**src/rtl/fseq_pkg.sv**
```systemverilog
`timescale 1ns/1ps
package fseq_pkg;

    localparam int unsigned ADDR_W = 32;
    localparam int unsigned INSN_W = 32;
    localparam int unsigned OPC_W  = 6;
    localparam int unsigned INSN_BYTES = INSN_W / 8;

    typedef enum logic [1:0] {
        FSEQ_DELAY_SLOT = 2'b00,
        FSEQ_INTERLOCK  = 2'b01,
        FSEQ_LATE       = 2'b10,
        FSEQ_LATE_ALT   = 2'b11
    } fseq_mode_e;

    typedef struct packed {
        logic              valid;
        logic [INSN_W-1:0] insn;
        logic [ADDR_W-1:0] pc;
    } fseq_slot_t;

    typedef struct packed {
        logic redirect;   // load the branch target
        logic squash;     // write a bubble into the decode slot
        logic hold_pc;    // keep the fetch address (refetch)
        logic pend;       // a late-resolved branch waits in execute
    } fseq_ctl_t;

endpackage

```
**src/rtl/fseq_ctl.sv**
```systemverilog
`timescale 1ns/1ps
module fseq_ctl
    import fseq_pkg::*;
#(
    parameter logic [OPC_W-1:0] BR_OPC  = 6'b000100,
    parameter bit               LATE_EN = 1'b1
) (
    input  fseq_mode_e       mode_i,
    input  logic             slot_valid_i,
    input  logic [OPC_W-1:0] opcode_i,
    input  logic             pend_i,
    input  logic             br_taken_i,
    output fseq_ctl_t        ctl_o,
    output logic             slot_is_br_o
);

    logic late_sel;

    // The late-resolution variant can be left out; its modes then interlock.
    generate
        if (LATE_EN) begin : g_late
            assign late_sel = (mode_i == FSEQ_LATE) || (mode_i == FSEQ_LATE_ALT);
        end else begin : g_no_late
            assign late_sel = 1'b0;
        end
    endgenerate

    assign slot_is_br_o = slot_valid_i && (opcode_i == BR_OPC);

    always_comb begin
        ctl_o = '0;
        if (pend_i) begin
            // Second cycle of a late branch: the outcome is valid now.
            ctl_o.squash   = 1'b1;
            ctl_o.redirect = br_taken_i;
            ctl_o.hold_pc  = !br_taken_i;
        end else if (slot_is_br_o) begin
            if (late_sel) begin
                ctl_o.squash  = 1'b1;
                ctl_o.hold_pc = 1'b1;
                ctl_o.pend    = 1'b1;
            end else if (mode_i == FSEQ_DELAY_SLOT) begin
                ctl_o.redirect = br_taken_i;
            end else begin
                ctl_o.squash   = 1'b1;
                ctl_o.redirect = br_taken_i;
                ctl_o.hold_pc  = !br_taken_i;
            end
        end
    end

endmodule

```
**src/rtl/fseq_pc.sv**
```systemverilog
`timescale 1ns/1ps
module fseq_pc
    import fseq_pkg::*;
#(
    parameter logic [ADDR_W-1:0] RESET_VEC = '0
) (
    input  logic              clk,
    input  logic              rst,
    input  logic              stall_i,
    input  logic              redirect_i,
    input  logic              hold_i,
    input  logic [ADDR_W-1:0] target_i,
    output logic [ADDR_W-1:0] pc_o
);

    localparam logic [ADDR_W-1:0] STEP = ADDR_W'(INSN_BYTES);

    typedef struct packed {
        logic [ADDR_W-1:0] pc;
    } pc_state_t;

    pc_state_t st_d, st_q;

    always_comb begin
        st_d = st_q;
        if (!stall_i) begin
            if (redirect_i) begin
                st_d.pc = target_i;
            end else if (!hold_i) begin
                st_d.pc = st_q.pc + STEP;
            end
        end
    end

    always_ff @(posedge clk) begin
        if (rst) begin
            st_q <= '{pc: RESET_VEC};
        end else begin
            st_q <= st_d;
        end
    end

    assign pc_o = st_q.pc;

    // a stall wins over a redirect
    p_stall_beats_redirect_r8: assert property (@(posedge clk) disable iff (rst)
        (stall_i && redirect_i) |=> (pc_o == $past(pc_o)));

    // stall freezes the fetch address
    p_pc_frozen_r8: assert property (@(posedge clk) disable iff (rst)
        stall_i |=> $stable(pc_o));

endmodule

```
**src/rtl/fseq_slot.sv**
```systemverilog
`timescale 1ns/1ps
module fseq_slot
    import fseq_pkg::*;
(
    input  logic              clk,
    input  logic              rst,
    input  logic              stall_i,
    input  logic              squash_i,
    input  logic              pend_next_i,
    input  logic [INSN_W-1:0] fetch_insn_i,
    input  logic [ADDR_W-1:0] fetch_pc_i,
    output fseq_slot_t        slot_o,
    output logic              pend_o
);

    typedef struct packed {
        fseq_slot_t slot;
        logic       pend;
    } slot_state_t;

    slot_state_t st_d, st_q;

    always_comb begin
        st_d = st_q;
        if (!stall_i) begin
            if (squash_i) begin
                st_d.slot = '0;
            end else begin
                st_d.slot.valid = 1'b1;
                st_d.slot.insn  = fetch_insn_i;
                st_d.slot.pc    = fetch_pc_i;
            end
            st_d.pend = pend_next_i;
        end
    end

    always_ff @(posedge clk) begin
        if (rst) begin
            st_q <= '0;
        end else begin
            st_q <= st_d;
        end
    end

    assign slot_o = st_q.slot;
    assign pend_o = st_q.pend;

    // a bubble carries an all-zero word
    p_bubble_zero_r7: assert property (@(posedge clk) disable iff (rst)
        !slot_o.valid |-> (slot_o.insn == '0));

    // stall holds the slot and the pending decision
    p_slot_frozen_r8: assert property (@(posedge clk) disable iff (rst)
        stall_i |=> ($stable(slot_o) && $stable(pend_o)));

    // while a late branch waits in execute, decode sees a bubble
    p_pend_bubble_r6: assert property (@(posedge clk) disable iff (rst)
        pend_o |-> !slot_o.valid);

endmodule

```
**src/rtl/fetch_seq.sv**
```systemverilog
`timescale 1ns/1ps
module fetch_seq
    import fseq_pkg::*;
#(
    parameter logic [ADDR_W-1:0] RESET_VEC = 32'h0000_0000,
    parameter logic [OPC_W-1:0]  BR_OPC    = 6'b000100,
    parameter bit                LATE_EN   = 1'b1
) (
    input  logic              clk,
    input  logic              rst,
    input  logic [1:0]        mode_i,
    input  logic              stall_i,
    input  logic              br_taken_i,
    input  logic [ADDR_W-1:0] br_target_i,
    output logic [ADDR_W-1:0] imem_addr_o,
    input  logic [INSN_W-1:0] imem_data_i,
    output logic              dec_valid_o,
    output logic [INSN_W-1:0] dec_instr_o,
    output logic [ADDR_W-1:0] dec_pc_o
);

    localparam logic [ADDR_W-1:0] STEP = ADDR_W'(INSN_BYTES);

    fseq_mode_e mode;
    fseq_ctl_t  ctl;
    fseq_slot_t slot;
    logic       pend_q;
    logic       slot_is_br;
    logic [ADDR_W-1:0] pc_q;

    assign mode = fseq_mode_e'(mode_i);

    fseq_ctl #(
        .BR_OPC  (BR_OPC),
        .LATE_EN (LATE_EN)
    ) u_ctl (
        .mode_i       (mode),
        .slot_valid_i (slot.valid),
        .opcode_i     (slot.insn[INSN_W-1 -: OPC_W]),
        .pend_i       (pend_q),
        .br_taken_i   (br_taken_i),
        .ctl_o        (ctl),
        .slot_is_br_o (slot_is_br)
    );

    fseq_pc #(
        .RESET_VEC (RESET_VEC)
    ) u_pc (
        .clk        (clk),
        .rst        (rst),
        .stall_i    (stall_i),
        .redirect_i (ctl.redirect),
        .hold_i     (ctl.hold_pc),
        .target_i   (br_target_i),
        .pc_o       (pc_q)
    );

    fseq_slot u_slot (
        .clk          (clk),
        .rst          (rst),
        .stall_i      (stall_i),
        .squash_i     (ctl.squash),
        .pend_next_i  (ctl.pend),
        .fetch_insn_i (imem_data_i),
        .fetch_pc_i   (pc_q),
        .slot_o       (slot),
        .pend_o       (pend_q)
    );

    assign imem_addr_o = pc_q;
    assign dec_valid_o = slot.valid;
    assign dec_instr_o = slot.insn;
    assign dec_pc_o    = slot.pc;

    // reset state
    p_reset_state_r1: assert property (@(posedge clk)
        rst |=> (!dec_valid_o && (imem_addr_o == RESET_VEC)));

    // the fetched word arrives in decode with its address
    p_fetch_to_slot_r2: assert property (@(posedge clk) disable iff (rst)
        (!stall_i && !ctl.squash) |=> (dec_valid_o
            && (dec_pc_o == $past(imem_addr_o))
            && (dec_instr_o == $past(imem_data_i))));

    // without a branch in decode the fetch address steps by 4
    p_nonbranch_steps_r3: assert property (@(posedge clk) disable iff (rst)
        (!slot_is_br && !pend_q && !stall_i) |=> (imem_addr_o == $past(imem_addr_o) + STEP));

    // delay slot always issues
    p_delay_slot_issues_r4: assert property (@(posedge clk) disable iff (rst)
        (mode == FSEQ_DELAY_SLOT && slot_is_br && !stall_i) |=> dec_valid_o);

    // interlock inserts one bubble
    p_interlock_bubble_r5: assert property (@(posedge clk) disable iff (rst)
        (mode == FSEQ_INTERLOCK && slot_is_br && !stall_i) |=> !dec_valid_o);

    // late resolution holds the fetch address on the first cycle
    p_late_hold_r6: assert property (@(posedge clk) disable iff (rst)
        (mode_i[1] && LATE_EN && slot_is_br && !pend_q && !stall_i)
            |=> (!dec_valid_o && $stable(imem_addr_o)));

endmodule

```
**config.mk**
```make
export PLATFORM = sky130hd
export DESIGN_NAME = fetch_seq
export DESIGN_NICKNAME = d
export VERILOG_FILES = /design/src/rtl/fseq_pkg.sv /design/src/rtl/fseq_ctl.sv /design/src/rtl/fseq_pc.sv /design/src/rtl/fseq_slot.sv /design/src/rtl/fetch_seq.sv
export SDC_FILE = /design/constraint.sdc
export NUM_CORES = 1
export LEC_CHECK = 0
export ABC_AREA = 1
export ABC_CLOCK_PERIOD_IN_PS = 3600
export BUFFER_PORTS_ARGS = -buffer_cell sky130_fd_sc_hd__buf_2
export CAP_MARGIN = 10
export CORE_ASPECT_RATIO = 1.2
export CORE_UTILIZATION = 40
export DETAILED_ROUTE_END_ITERATION = 8
export PLACE_DENSITY = 0.67
export SETUP_SLACK_MARGIN = 0.3
export SYNTH_ARGS = -nofsm -noshare
export SYNTH_HDL_FRONTEND = slang
export SYNTH_HIERARCHICAL = 1
export SYNTH_SLANG_ARGS = --single-unit
```
**constraint.sdc**
```tcl
create_clock -name clk -period 3.6 [get_ports clk]
set_input_delay 0.54 -clock clk [delete_from_list [all_inputs] [get_ports clk]]
set_output_delay 0.54 -clock clk [all_outputs]
set_load 0.05 [all_outputs]
```
After elaboration in Yosys (flattened, before gate mapping)
Cells that the tools add are included.
{ "classes": {"bitwise_logic": 1, "reduce_logical": 5, "multipliers": 0, "div_mod_pow": 0, "n_lt_le_gt_ge": 0, "n_mux": 10, "n_shift": 0, "n_eq_ne": 4, "addsub": 1} }
{ "op_table": {"columns": ["cell", "n"], "rows": [
  ["two-way mux 65 bit", 1],
  ["two-way mux 32 bit", 2],
  ["adder 32 x 3 -> 32 bit, second input constant", 1],
  ["equality test 6 x 3 -> 1 bit, second input constant", 1],
  ["equality test 2 bit, second input constant", 2],
  ["two-way mux 2 bit", 2],
  ["two-way mux 4 bit", 1],
  ["two-way mux 1 bit", 3],
  ["two-way mux 3 bit", 1],
  ["zero test 2 bit", 1],
  ["inequality test 2 bit, second input constant", 1],
  ["AND reduction 2 bit", 1],
  ["logical AND 1 bit", 1],
  ["zero test 1 bit", 1],
  ["logical OR 1 bit", 1],
  ["NOT 1 bit", 1]
]} }
{ "word_totals": {"mem_count": 0, "rom_bits": 0, "register_bits": 98, "ram_bits": 0, "word_cells": 26, "latch_bits": 0, "inputBits": 70} }

Longest topological paths before layout
Gate-level depths: netlist of the first run.
{ "depth": {"ltp_word": 7, "ltp_mapped": 13, "ltp_nobuf": 11} }

Hierarchy
The synthesis of the first run kept the hierarchy.
{ "by_module_without_submodules": {"columns": ["module", "area_per_inst_um2", "cells_per_inst", "seq_area_each_um2", "n_inst"], "rows": [
  ["fseq_slot", 2367.3, 287, 1321.3, 1],
  ["fseq_pc", 2213.4, 384, 640.6, 1],
  ["fseq_ctl", 87.6, 21, 0.0, 1]
]} }

Worst setup path after synthesis of the first run
Ideal clock, no wire load.
{ "synth_timing": {"kind": "register -> register", "start": "register u_slot.st_q, in the netlist u_slot/slot_o[60]", "end": "register u_pc.st_q, in the netlist u_pc/pc_o[5]", "arrival_time_ps": 2153, "slack_ps": 1326, "required_time_ps": 3479, "stages_incl_launch_ff": 12, "n_path_buf": 2, "synth_period_minus_slack_ps": 2274, "setup_time_ps": 121, "cell_sequence": "dfxtp_1 nand2_1 nor2_2 nand2_2 a21oi_1 inv_2 a21oi_2 buf_6 nand2_4 buf_6 o221ai_1 nor2_1"} }
{ "synth_lines": {"columns": ["item", "line_no", "rtl"], "rows": [
  ["start, declared", "fseq_slot.sv:21", "slot_state_t st_d, st_q;"],
  ["start signal, assigned", "fseq_slot.sv:41", "st_q <= st_d;"],
  ["end signal, assigned", "fseq_pc.sv:37", "st_q <= '{pc: RESET_VEC};"],
  ["end signal, assigned", "fseq_pc.sv:39", "st_q <= st_d;"],
  ["end, declared", "fseq_pc.sv:22", "pc_state_t st_d, st_q;"]
]} }

==> summary.md, run 1 <==
| Metric | Value |
|---|---|
| FF-to-FF setup slack | 1.14 ns |
| Pin count of the biggest net entering global routing | 48 |
| Post-Syn Nets | 762 |
| Commonest non-fill, non-tap cells in the layout | 252 x nand2_1, 165 x buf_2, 98 x dfxtp_1 |
| R2r endpoint | u_pc/pc_o[7] |
| Mapped Cells | 691 |
| Critical path class | reg2reg |
| Die extent in x | 101 µm |
| # nets final | 909 |
| Vias in the first global route | 4349 |
| Initial antenna violation count | 0 |
| Layout Cells excl Fill | 996 |
| Comb power frac | 11.6% |
| FF-to-FF path depth | 11 |
| I/O Buffers | 166 |
| Initial Util | 41.7% |
| Detailed-router iteration count before antenna repair | 5 |
| # Max-Cap Violations | 0 |
| Clock share of power | 41.0% |
| Psw | 0.620 mW |
| Final WL | 13200 µm |
| Detailed placer's ending HPWL | 9240 µm |
| Post-DRT Antenna Nets | 0 |
| TNS Setup | 0 ns |
| Critical Path Fanout Max | 42 |
| Status | complete, no violations |
| Int Pwr | 1.76 mW |
| Clock buffer depth | 2 |
| Hold_ws | 0.423 ns |
| Switch share | 26.1% |
| Fmax | 407 MHz |
| CTS tree | built |
| Period Utilization, post-route | 68.2% |
| Cell Rows | 42 |
| Cts bufs inserted | 9 |
| CP delay by family, top | buffers and inverters |
| Worst-path cell chain | inv_1 -> nand2_1 -> nor2_1 -> nand2_2 -> a21oi_1 -> buf_4 -> inv_2 -> a21oi_2 -> inv_2 -> nor3_1 -> nor4_2 |
| Final min period | 2.46 ns |
| Slew HR | 53.6% |
| P&R area growth vs syn | 24.9% |
| Leading cell type in the layout, fill and taps excluded | nand2_1 |
| Pwr Density | 408 nW/µm² |
| Setup-failing EPs final | 0 |
| Placed cells | 981 |
| Total number of vias | 4841 |
| Synth Warn # | 6 |
| CP Data Arrival Time | 2.67 ns |
| Slowest stage cell, crit path | a21oi_2 |
| Tightest Pin Transition | 0.695 ns |
| Post-CTS Resized | 0 |
| Fin util | 52.0% |
| Total power | 2.38 mW |
| Die area | 12100 µm² |
| Ports | 167 |
| Hold depth | 3 |
| Seq pwr share | 47.4% |
| Hold_buf cts | 0 |
| Endpoint class of the critical path | register |
| Worst setup SP type | register |
| Syn Area/Cell | 6.75 µm² |
| First-pass GRT wire length | 21400 µm |
| LEAKAGE | 2.53 nW |
| Critical path required time | 3.81 ns |
| Final setup skew | 0.00768 ns |
| Hold WC Path Type | in2reg |
| Worst-skew pair later-pin latency | 0.34 ns |
| Gr usage total | 22.2% |
| Core Region | 11200 µm² |
| Hold Path Origin | br_target_i[1] |
| Final Hold Viols | 0 |
| Critical Path Most Common Cell | inv_2 |
| Clock Root Buffer | clkbuf_16 |
| Max VDD drop | 0.273 mV |
| Die height | 120 µm |
| Initial DRC count | 280 |
| Hold endpoint | u_pc/pc_o[1] |
| Share of layout cells above drive strength 1 | 27.0% |
| Synthesized area | 4660 µm² |
| H-tree level count | 3 |
| Post-DR wirelength/cell | 13.3 µm |
| Slowest stage delay, CP | 0.43 ns |
| DRC violations left | 0 |
| RSZ-0062 raised after global routing | no |
| Final Slew Violations | 0 |
| Critical R2R Launch | u_slot/slot_o[59] |
| CTS Sinks | 98 |
| Final GP Congestion | 0.897 |
| Worst-path clk slew | 0.06 ns |
| Vias per cell | 4.86 |
| Buf/Inv on CP | 4 |
| Inserted Diodes | 0 |
| Total grt overflow | 0 |
| Setup Buffers After CTS | 0 |
==> worst max-delay path by stage <==
stage,cells past startpoint,end,slack (ns),startpoint
3_3_place_gp,11,u_pc/pc_o[12],1.06,mode_i[1]
5_1_grt,11,u_pc/pc_o[12],0.89,u_slot/slot_o[64]
4_1_cts,11,u_pc/pc_o[7],1.15,u_slot/slot_o[59]
6_report,11,u_pc/pc_o[7],1.14,u_slot/slot_o[59]
3_5_place_dp,10,u_pc/pc_o[7],1.01,mode_i[1]
2_1_floorplan,11,u_pc/pc_o[5],1.34,u_slot/slot_o[60]
==> per-layer routing <==
metal  global-route usage, %  routed length, µm
met5                       0                  0
met4                    6.34                223
met3                    4.45                743
met2                    36.9               6170
met1                    29.1               6080
==> cell type report <==
cell class              count  area, µm²
fillers                  1181       5370
multi-input cells         522       2350
flip-flops and latches     98       1960
repair buffers            173        886
clock buffers              11        253
well taps                 154        193
inverters                  34        128
clock inverters             4       51.3
==> sequential cells by signal, summed over array words and instances (netlist names) <==
name	cells
u_slot/slot_o	65
u_pc/pc_o	32
u_slot/pend_o	1
==> stage by stage <==
step	worst slack [ns]	cell area (µm²)
4_1_cts	1.15	5830
3_3_place_gp	1.06	5520
6_report	1.14	5830
2_1_floorplan	1.34	4660
3_5_place_dp	1.01	5520
5_1_grt	0.894	5830
==> power groups by stage <==
stage | logic (mW) | registers, mW | clock network (mW)
detailed placement | 0.276 | 1.15 | 0
global route | 0.299 | 1.13 | 1.05
CTS | 0.277 | 1.13 | 1.00
global placement | 0.275 | 1.15 | 0
floorplan | 0.107 | 1.24 | 0
finish | 0.275 | 1.13 | 0.976
==> worst min-delay path, cell delays in order <==
cell	delay [ns]
buf_2	0.08
nor2_1	0.03
nor2_1	0.08
(Power assumes the default switching activity.)
==> run 2: changes to the inputs <==
--- a/config.mk
+++ b/config.mk
@@ -6,7 +6,7 @@
 export NUM_CORES = 1
 export LEC_CHECK = 0
 export ABC_AREA = 1
-export ABC_CLOCK_PERIOD_IN_PS = 3600
+export ABC_CLOCK_PERIOD_IN_PS = 2270
 export BUFFER_PORTS_ARGS = -buffer_cell sky130_fd_sc_hd__buf_2
 export CAP_MARGIN = 10
 export CORE_ASPECT_RATIO = 1.2
==> constraint.sdc (replaced) <==
create_clock -name clk -period 2.27 [get_ports clk]
set_input_delay 0.3405 -clock clk [delete_from_list [all_inputs] [get_ports clk]]
set_output_delay 0.3405 -clock clk [all_outputs]
set_load 0.05 [all_outputs]
==> summary.md, run 2 (synthesis results as in run 1) <==
| Metric | Value |
|---|---|
| Leading cell type in the layout, fill and taps excluded | nand2_1 |
| Core Region | 11200 µm² (unchanged) |
| Hold WC Path Type | in2reg |
| First-pass GRT wire length | 21500 µm (+0.42%) |
| Die area | 12100 µm² (unchanged) |
| Worst-path clk slew | 0.07 ns (about the same) |
| # Max-Cap Violations | 0 (unchanged) |
| Max VDD drop | 0.307 mV (+13%) |
| Post-DR wirelength/cell | 13.3 µm (+0.62%) |
| Max FFs per register | 65 (unchanged) |
| Pin count of the biggest net entering global routing | 84 (+75%) |
| Initial DRC count | 232 (-17%) |
| Initial Util | 41.7% (unchanged) |
| Vias in the first global route | 4457 (+2.5%) |
| Slew HR | 67.4% (+14 points) |
| Die extent in x | 101 µm (unchanged) |
| Final Slew Violations | 0 (unchanged) |
| Tightest Pin Transition | 0.489 ns (-0.206 ns) |
| DRC violations left | 0 (unchanged) |
| TNS Setup | 0 ns (unchanged) |
| Critical Path Fanout Max | 6 (-86%) |
| Setup-failing EPs final | 0 (unchanged) |
| Gr usage total | 22.4% (+0.11 points) |
| Period Utilization, post-route | 82.0% (+14 points) |
| Cell Rows | 42 (unchanged) |
| Commonest non-fill, non-tap cells in the layout | 252 x nand2_1, 165 x buf_2, 96 x dfxtp_1 |
| I/O Buffers | 166 (unchanged) |
| Fmax | 538 MHz (+32%) |
| Total grt overflow | 0 (unchanged) |
| Filler instances | 1194 (+1.1%) |
| Ports | 167 (unchanged) |
| Status | complete, no violations |
| P&R area growth vs syn | 26.7% |
| Inserted Diodes | 0 (unchanged) |
| Critical path class | reg2reg |
| Pre-CTS worst setup slack | 0.383 ns (-0.627 ns) |
| Final GP Congestion | 0.847 (-5.5%) |
| Initial antenna violation count | 0 (unchanged) |
| Worst-skew pair later-pin latency | 0.34 ns (about the same) |
| Endpoint class of the critical path | register |
| Pwr Density | 626 nW/µm² (+53%) |
| Final WL | 13400 µm (+1.4%) |
| H-tree level count | 3 (unchanged) |
| Clock buffer depth | 2 (unchanged) |
| Critical path required time | 2.48 ns (-1.33 ns) |
| Total number of vias | 4888 (+0.97%) |
| LEAKAGE | 2.57 nW (+1.4%) |
| CP Data Arrival Time | 2.07 ns (-0.60 ns) |
| Detailed placer's ending HPWL | 9410 µm (+1.9%) |
| Detailed-router iteration count before antenna repair | 5 (unchanged) |
| Vias per cell | 4.87 (+0.17%) |
| CTS tree | built |
| Post-DRT Antenna Nets | 0 (unchanged) |
| Final Hold Viols | 0 (unchanged) |
| RSZ-0062 raised after global routing | yes |
| Die height | 120 µm (unchanged) |
| Final min period | 1.86 ns (-0.595 ns) |
| Worst setup SP type | register |
| Worst setup margin | 0.410 ns (-0.735 ns) |
| Final setup skew | 0.00467 ns (-0.00301 ns) |
| CTS Sinks | 98 (unchanged) |
| Clock Root Buffer | clkbuf_16 |
| Share of layout cells above drive strength 1 | 28.1% (+1.2 points) |
| Cts bufs inserted | 9 (unchanged) |
| # nets final | 916 (+0.77%) |
[run 2: layer usage]
layer	vias up	part of all wire (%)	global-route usage, %
met4	0	2.0	10.7
li1	2522	-	-
met3	18	5.9	3.12
met1	2173	45	28.2
met2	175	47	37.3
met5	-	0	0
[run 2: what timing repair did]
action | in CTS | in global routing
hold buffers | 0 | 0
resized for setup | 0 | 5
setup endpoints to repair | 0 | 22
endpoints found under the hold margin | 0 | 0
setup buffers | 0 | 1
[run 2: cell type report]
cell class	count	area [µm²]	area share, %
clock buffers	10	229	3.87
inverters	34	128	2.16
multi-input cells	522	2380	40.2
well taps	154	193	3.26
flip-flops and latches	98	1960	33.2
repair buffers	180	971	16.4
clock inverters	6	50.0	0.847
[run 2: critical path, cell delays in order, from the launching register on]
cell and delay, ns:
dfxtp_1 0.44, ha_1 0.25, nand2_1 0.08, nor2_2 0.25, nand2_1 0.17, nor2_2 0.21, nand2_1 0.08, nand2_1 0.05
nand3_1 0.07, nand2_1 0.07, a21oi_1 0.06
[run 2: worst paths after layout]
check,start,to,slack [ns],cells past startpoint
hold reg to reg,u_slot/slot_o[27],u_slot/slot_o[27],0.46,2
setup reg to reg,u_pc/pc_o[2],u_pc/pc_o[30],0.41,10
setup / recovery,u_pc/pc_o[2],u_pc/pc_o[30],0.41,10
hold / removal,br_target_i[1],u_pc/pc_o[1],0.23,3
[run 2: report_power, final]
group / switching [mW] / internal [mW]
logic: 0.320 / 0.133
clock network: 0.699 / 0.760
registers: 0.0270 / 1.76
[run 2: per-stage QoR]
step	utilization, %	power [mW]	hold slack [ns]	instances	cell area (µm²)
after floorplan	-	2.14	0.456	691	4680
after global placement	50.1	2.28	0.450	987	5610
after detailed placement	50.1	2.28	0.452	987	5610
after CTS	52.6	3.74	0.213	1003	5880
after global routing	52.8	3.85	0.241	1004	5910
final	52.8	3.70	0.227	1004	5910
